File: config.mk
export PLATFORM = sky130hd
export DESIGN_NAME = sag_monitor
export DESIGN_NICKNAME = d
export VERILOG_FILES = /design/src/rtl/sagmon_pkg.sv /design/src/rtl/sagmon_mag.sv /design/src/rtl/sagmon_cmp.sv /design/src/rtl/sagmon_regs.sv /design/src/rtl/sag_monitor.sv
export SDC_FILE = /design/constraint.sdc
export NUM_CORES = 1
export LEC_CHECK = 0
export ABC_CLOCK_PERIOD_IN_PS = 2400
export BUFFER_PORTS_ARGS = -buffer_cell sky130_fd_sc_hd__buf_2
export CAP_MARGIN = 20
export CORE_UTILIZATION = 50
export CTS_CLUSTER_SIZE = 14
export DETAILED_ROUTE_END_ITERATION = 10
export PLACE_DENSITY = 0.78
export SETUP_SLACK_MARGIN = 0.3
export SYNTH_ARGS = -nofsm -noshare
export SYNTH_HDL_FRONTEND = slang
export SYNTH_SLANG_ARGS = --single-unit
File: constraint.sdc
create_clock -name clk -period 2.4 [get_ports clk]
set_input_delay 0.48 -clock clk [delete_from_list [all_inputs] [get_ports clk]]
set_output_delay 0.48 -clock clk [all_outputs]
set_load 0.1 [all_outputs]
File: src/rtl/sagmon_pkg.sv
package sagmon_pkg;

   typedef enum logic [1:0] {
      RA_LEVEL = 2'd0,
      RA_MASK  = 2'd1,
      RA_STS   = 2'd2,
      RA_PHS   = 2'd3
   } reg_addr_e;

endpackage

File: src/rtl/sagmon_mag.sv
module sagmon_mag #(
   parameter int W = 24
) (
   input  logic [W-1:0] smp,
   output logic [W-1:0] mag
);
   localparam logic [W-1:0] MOST_NEG = {1'b1, {(W-1){1'b0}}};
   localparam logic [W-1:0] MAX_POS  = {1'b0, {(W-1){1'b1}}};

   always_comb begin
      if (smp == MOST_NEG)
         mag = MAX_POS;
      else if (smp[W-1])
         mag = ~smp + 1'b1;
      else
         mag = smp;
   end
endmodule

File: src/rtl/sagmon_cmp.sv
module sagmon_cmp #(
   parameter int          W          = 24,
   parameter int unsigned FULL_SCALE = 24'h5A7540,
   parameter bit          INCLUSIVE  = 1'b0
) (
   input  logic [W-1:0] mag,
   input  logic [W-1:0] level,
   output logic         hit
);
   localparam logic [W-1:0] FS = W'(FULL_SCALE);

   logic below;
   logic always_on;
   logic disabled;

   generate
      if (INCLUSIVE) begin : g_le
         assign below = (mag <= level);
      end else begin : g_lt
         assign below = (mag < level);
      end
   endgenerate

   assign always_on = (level >= FS);
   assign disabled  = (level <= W'(1));
   assign hit       = always_on | (~disabled & below);
endmodule

File: src/rtl/sagmon_regs.sv
module sagmon_regs
   import sagmon_pkg::*;
#(
   parameter int          W          = 24,
   parameter int          NPH        = 3,
   parameter int          DW         = 32,
   parameter int          SAG_BIT    = 16,
   parameter int unsigned FULL_SCALE = 24'h5A7540
) (
   input  logic           clk,
   input  logic           rst_n,
   input  logic           smp_valid,
   input  logic [NPH-1:0] hits,
   input  logic           reg_wen,
   input  logic [1:0]     reg_addr,
   input  logic [DW-1:0]  reg_wdata,
   output logic [W-1:0]   level_q,
   output logic [DW-1:0]  reg_rdata,
   output logic           irq_n
);
   logic [DW-1:0]  mask_q;
   logic           sts_q;
   logic [NPH-1:0] phs_q;
   logic [NPH-1:0] phs_clr;
   logic [DW-1:0]  sts_word;
   logic           wr_level, wr_mask, wr_sts, wr_phs;

   assign wr_level = reg_wen && (reg_addr_e'(reg_addr) == RA_LEVEL);
   assign wr_mask  = reg_wen && (reg_addr_e'(reg_addr) == RA_MASK);
   assign wr_sts   = reg_wen && (reg_addr_e'(reg_addr) == RA_STS);
   assign wr_phs   = reg_wen && (reg_addr_e'(reg_addr) == RA_PHS);
   assign phs_clr  = wr_phs ? reg_wdata[NPH-1:0] : '0;

   always_comb begin
      sts_word          = '0;
      sts_word[SAG_BIT] = sts_q;
   end

   always_ff @(posedge clk or negedge rst_n) begin
      if (!rst_n) begin
         level_q <= '0;
         mask_q  <= '0;
         sts_q   <= 1'b0;
         phs_q   <= '0;
      end else begin
         if (wr_level) level_q <= reg_wdata[W-1:0];
         if (wr_mask)  mask_q  <= reg_wdata;
         if (|hits)
            sts_q <= 1'b1;
         else if (wr_sts && reg_wdata[SAG_BIT])
            sts_q <= 1'b0;
         phs_q <= (phs_q & ~phs_clr) | hits;
      end
   end

   always_comb begin
      reg_rdata = '0;
      case (reg_addr_e'(reg_addr))
         RA_LEVEL: reg_rdata[W-1:0]   = level_q;
         RA_MASK:  reg_rdata          = mask_q;
         RA_STS:   reg_rdata          = sts_word;
         RA_PHS:   reg_rdata[NPH-1:0] = phs_q;
         default:  reg_rdata          = '0;
      endcase
   end

   assign irq_n = ~|(sts_word & mask_q);

   AST_LEVEL_TOP_ZERO: assert property (@(posedge clk) disable iff (!rst_n)
      (reg_addr_e'(reg_addr) == RA_LEVEL) |-> (reg_rdata[DW-1:W] == '0));
   AST_NEVER_BELOW_TWO: assert property (@(posedge clk) disable iff (!rst_n)
      (level_q <= W'(1)) |-> (hits == '0));
   AST_FULL_ALL_PHASES: assert property (@(posedge clk) disable iff (!rst_n)
      (smp_valid && (level_q >= W'(FULL_SCALE))) |-> (&hits));
   AST_IDLE_NO_HIT: assert property (@(posedge clk) disable iff (!rst_n)
      !smp_valid |-> (hits == '0));
   AST_W1C_STATUS: assert property (@(posedge clk) disable iff (!rst_n)
      (wr_sts && reg_wdata[SAG_BIT] && (hits == '0)) |=> !sts_q);
   AST_PHASE_RISE_FLAGS: assert property (@(posedge clk) disable iff (!rst_n)
      (|(phs_q & ~$past(phs_q))) |-> sts_q);
   AST_IRQ_NEEDS_MASK: assert property (@(posedge clk) disable iff (!rst_n)
      !irq_n |-> mask_q[SAG_BIT]);
endmodule

File: src/rtl/sag_monitor.sv
module sag_monitor #(
   parameter int          W          = 24,
   parameter int          NPH        = 3,
   parameter int          DW         = 32,
   parameter int          SAG_BIT    = 16,
   parameter int unsigned FULL_SCALE = 24'h5A7540,
   parameter bit          INCLUSIVE  = 1'b0
) (
   input  logic             clk,
   input  logic             rst_n,
   input  logic             smp_valid,
   input  logic [NPH*W-1:0] smp_data,
   input  logic             reg_wen,
   input  logic [1:0]       reg_addr,
   input  logic [DW-1:0]    reg_wdata,
   output logic [DW-1:0]    reg_rdata,
   output logic             irq_n
);
   generate
      if (W < 2 || W >= DW) begin : g_bad_w
         $error("sag_monitor: W must lie in 2..DW-1");
      end
      if (NPH < 1 || NPH > DW) begin : g_bad_nph
         $error("sag_monitor: NPH must lie in 1..DW");
      end
      if (SAG_BIT < 0 || SAG_BIT >= DW) begin : g_bad_bit
         $error("sag_monitor: SAG_BIT outside data word");
      end
      if (FULL_SCALE < 2 || (FULL_SCALE >> W) != 0) begin : g_bad_fs
         $error("sag_monitor: FULL_SCALE must fit W bits and exceed 1");
      end
   endgenerate

   logic [W-1:0]   level_q;
   logic [NPH-1:0] raw_hit;
   logic [NPH-1:0] hits;

   for (genvar p = 0; p < NPH; p++) begin : g_phase
      logic [W-1:0] mag;

      sagmon_mag #(.W(W)) u_mag (
         .smp (smp_data[p*W +: W]),
         .mag (mag)
      );

      sagmon_cmp #(.W(W), .FULL_SCALE(FULL_SCALE), .INCLUSIVE(INCLUSIVE)) u_cmp (
         .mag   (mag),
         .level (level_q),
         .hit   (raw_hit[p])
      );
   end

   assign hits = smp_valid ? raw_hit : '0;

   sagmon_regs #(
      .W(W), .NPH(NPH), .DW(DW), .SAG_BIT(SAG_BIT), .FULL_SCALE(FULL_SCALE)
   ) u_regs (
      .clk       (clk),
      .rst_n     (rst_n),
      .smp_valid (smp_valid),
      .hits      (hits),
      .reg_wen   (reg_wen),
      .reg_addr  (reg_addr),
      .reg_wdata (reg_wdata),
      .level_q   (level_q),
      .reg_rdata (reg_rdata),
      .irq_n     (irq_n)
   );
endmodule

==> results.txt <==
----------------------------------------------------
[Run status]
  Run status ... finished, violations left
  Failing checks ... setup timing

[Min path]
  Hold Path Class ... in -> async

[STA]
  RSZ-0062 raised after global routing ... true
  Min Tclk post-route ... 3.58 ns
  Final max-slew violation count ... 0
  Share of the clock period used by the worst path after layout ... 149%
  Endpoints failing setup ... 4
  Relative slew slack ... roughly 59%
  Number of hold-slack violations in the final timing report ... 0
  Achievable clock frequency ... 280 MHz
  Slew at the pin closest to its max-slew limit ... 0.608 ns
  Setup ws final ... -1.18 ns
  Final clock skew ... roughly 0.0036 ns

[Cells and area]
  Count of filler cells inserted in the layout ... ~750
  Most frequent cells in the layout ... buf_4, nand2_1, buf_2, ha_1, dfrtp_1
  Layout overhead on the synthesized area ... 54.1%
  Count of inserted antenna diode cells ... 0
  Final instance area ... 9510 um2
  Share of final-layout standard cells stronger than drive strength 1 ... 44.8%
  Final-stage net count ... approximately 1200
  Most common cell after layout, fill and taps aside ... buf_4
  End-of-flow core utilization ... 79.1%

[Setup path]
  Kind of start point of the critical path ... input pin
  WP data arrival ... 3.77 ns
  Required time of the critical path ... 2.59 ns
  Maximum fanout count along the critical path ... 5
  Standard cell with the maximum stage delay on the critical path ... or4_4
  Kind of critical path ... in -> reg
  Slowest Stage Delay on Critical Path ... 0.58 ns
  Type of element capturing the critical path ... flip-flop
  Sequence of cells on the critical path ... buf_2 > or4_4 > nor4_4 > nand2_2 > o31ai_4 > xor2_1 > nand2_1 > ha_1 > and4_4 > nand3_4 > or3_1 > a2111o_1 > a41oi_2 > o2111ai_2

[Clocking]
  Number of hold-repair buffers added at the cts stage ... 0
  Maximum count of clock buffers along a single path ... 2
  Worst skew pair latency ... 0.33 ns
  Clock tree from TritonCTS ... yes
  Total CTS buffers ... 9
  CTS clk-pin slew, worst paths ... 0.05 ns
  Total number of clock tree sinks ... 60
  Clock tree root driver cell ... clkbuf_16
  H-tree depth ... 3

[Global route]
  Global-route wire length before repair ... 33800 um
  Maximum number of pins on one net before global-route repair ... 37
  Initial antenna violation count ... 0
  Number of global-route vias before repair ... 7046
  Total Routing Usage GR ... 33.6%
  Remaining global-route overflow ... 0

[Detailed routing]
  Post-route ant nets ... 0
  Violation count after the first detailed-routing iteration ... 504
  1st-pass router iterations ... 5
  Average wire per standard cell ... around 18 um
  Sum of routed wire length over all layers ... around 22000 um
  Routed vias/inst ... approximately 6.1
  Remaining DRCs ... 0
  Vias after detailed routing ... about 7200

[Power]
  Leak ... 4.53 nW
  Clock Power Share ... 25.1%
  Power density normalized to cell area ... between 500 and 600 nW/um2
  Portion of total power attributed to sequential cells ... 24.2%
  Combinational share of power ... approximately half
  IR Drop Worst-Case VDD ... between 400 and 500 uV
  Switching power summed over all nets ... 2.23 mW
  Pint ... between 3 and 4 mW
  Fraction of power spent switching nets ... 40.8%

[Yosys]
  Post-synthesis sequential area ratio ... 24.3%
  Yosys reg bits ... 60
  Synthesized instance count ... 741
  Post-synth ARST share ... 100%
  Yosys warnings ... 0
  Dominant synthesized flop cell ... dfrtp_1
  Number of enable flip-flop cells after synthesis ... 0
  Average footprint of a synthesized cell ... 8.33 um2
  Synth Net Count ... 923
  Count of unique library cells instantiated by Yosys ... 60
  Total standard cell area after synthesis ... 6170 um2

[Placed design]
  PortBufs ... about 140
  Placed standard-cell area ... 8850 um2
  Final estimated routing congestion in global placement ... 0.924
  Dpl ws ... -1.62 ns
  Placed wire-length estimate after detailed placement ... 15300 um

[Floorplanning]
  Vertical die dimension ... 113 um
  Die area ... 12800 um2
  Effective utilization at floorplan ... 51.4%
  Horizontal extent of the die ... 113 um
  Placeable core region ... ~12000 um2
  Std cell rows ... 40
  Number of placed I/O pins ... 143

[Job]
  Max capacitance violation total ... 0

----------------------------------------------------
synth_stat cells, types with 4 or more instances:
cell type | n | share of area, %
a21o_1 | 6 | 0.73
a21oi_1 | 33 | 2.7
a31oi_1 | 4 | 0.41
and2_1 | 9 | 0.91
and3_1 | 4 | 0.41
and4_1 | 5 | 0.71
buf_1 | 5 | 0.30
clkbuf_1 | 22 | 1.3
dfrtp_1 | 60 | 24
ha_1 | 72 | 15
inv_1 | 31 | 1.9
mux2_2 | 36 | 6.6
mux2i_1 | 29 | 4.7
nand2_1 | 111 | 6.8
nand2b_1 | 4 | 0.41
nand3_1 | 13 | 1.1
nand4_1 | 15 | 1.5
nor2_1 | 46 | 2.8
nor2b_1 | 9 | 0.91
nor3_1 | 17 | 1.4
nor4_1 | 8 | 0.81
o211ai_1 | 5 | 0.61
o21ai_0 | 53 | 4.3
o31ai_1 | 19 | 2.3
o41ai_1 | 7 | 0.99
or2_2 | 7 | 0.71
or3_1 | 8 | 0.81
or4_1 | 10 | 1.2
or4_4 | 4 | 0.73
xnor2_1 | 5 | 0.71
xor2_1 | 42 | 6.0
per-layer routing:
layer | vias up | share of wire [%] | track usage [%]
li1 | 3319 | - | -
met1 | 3386 | 38 | 39.3
met2 | 397 | 49 | 58.4
met3 | 110 | 7.8 | 7.23
met4 | 0 | 5.2 | 16.3
met5 | - | 0 | 0
worst paths after layout:
check,start,endpoint,slack (ns),cells past startpoint
worst max-delay path,smp_data[26],u_regs.sts_q,-1.18,14
worst min-delay path,rst_n,u_regs.mask_q[29],0.16,1
worst max register to register,u_regs.level_q[17],u_regs.sts_q,0,8
worst min register to register,u_regs.phs_q[1],u_regs.phs_q[1],0.49,2
max in group asynchronous,rst_n,u_regs.mask_q[2],1.63,2
min in group clk,reg_wdata[5],u_regs.level_q[5],0.38,3
per-stage QoR:
step                hold slack [ns]  setup TNS, ns  total power [mW]  cells
floorplan                     0.184          -4.96              2.85    741
global placement              0.455          -5.75              3.79   1167
detailed placement            0.463          -6.07              3.87   1167
CTS                           0.167          -4.26              5.34   1190
global route                  0.192          -4.80              5.72   1192
finish                        0.158          -4.37              5.47   1192
what timing repair did:
item / in CTS / in global routing
gates resized for setup: 35 / 30
pin swaps: 25 / 17
endpoints found under the setup margin: 12 / 4
buffers inserted: 7 / 2
registers in the layout, summed over array words and instances, names as in the netlist:
name	cells
u_regs.sts_q	1
u_regs.level_q	24
u_regs.mask_q	32
u_regs.phs_q	3
critical path: cells and delay by family:
family,cells,cell delay (ns)
AOI/OAI and AO/OA,4,0.87
xor gates and xnor gates,1,0.19
adders and majority gates,1,0.29
buffers and inverters,1,0.10
and+or+nand+nor,7,1.82
cell families after synthesis:
kind of cell,count (synthesis),share of synthesized area [%]
xor gates and xnor gates,47,6.67
and+or+nand+nor,284,23.6
DFF,60,24.3
AOI/OAI and AO/OA,153,15.9
buffers and inverters,60,3.69
adders and majority gates,72,14.6
muxes,65,11.3
power by group through the flow:
stage,logic (mW),clock network (mW),registers (mW)
after floorplan,1.57,0,1.29
after global placement,2.48,0,1.31
after detailed placement,2.55,0,1.32
after CTS,2.65,1.38,1.31
after global routing,2.95,1.44,1.34
final,2.77,1.37,1.32
layout make-up:
class | instances | area [um2] | area share, %
Clock buffer | 9 | 225 | 2.37
Clock inverter | 7 | 91.3 | 0.961
Inverter | 31 | 131 | 1.38
Multi-Input combinational cell | 621 | 4890 | 51.4
Sequential cell | 60 | 1500 | 15.8
Tap cell | 147 | 184 | 1.93
Timing Repair Buffer | 317 | 2480 | 26.1
(Power assumes the default switching activity.)
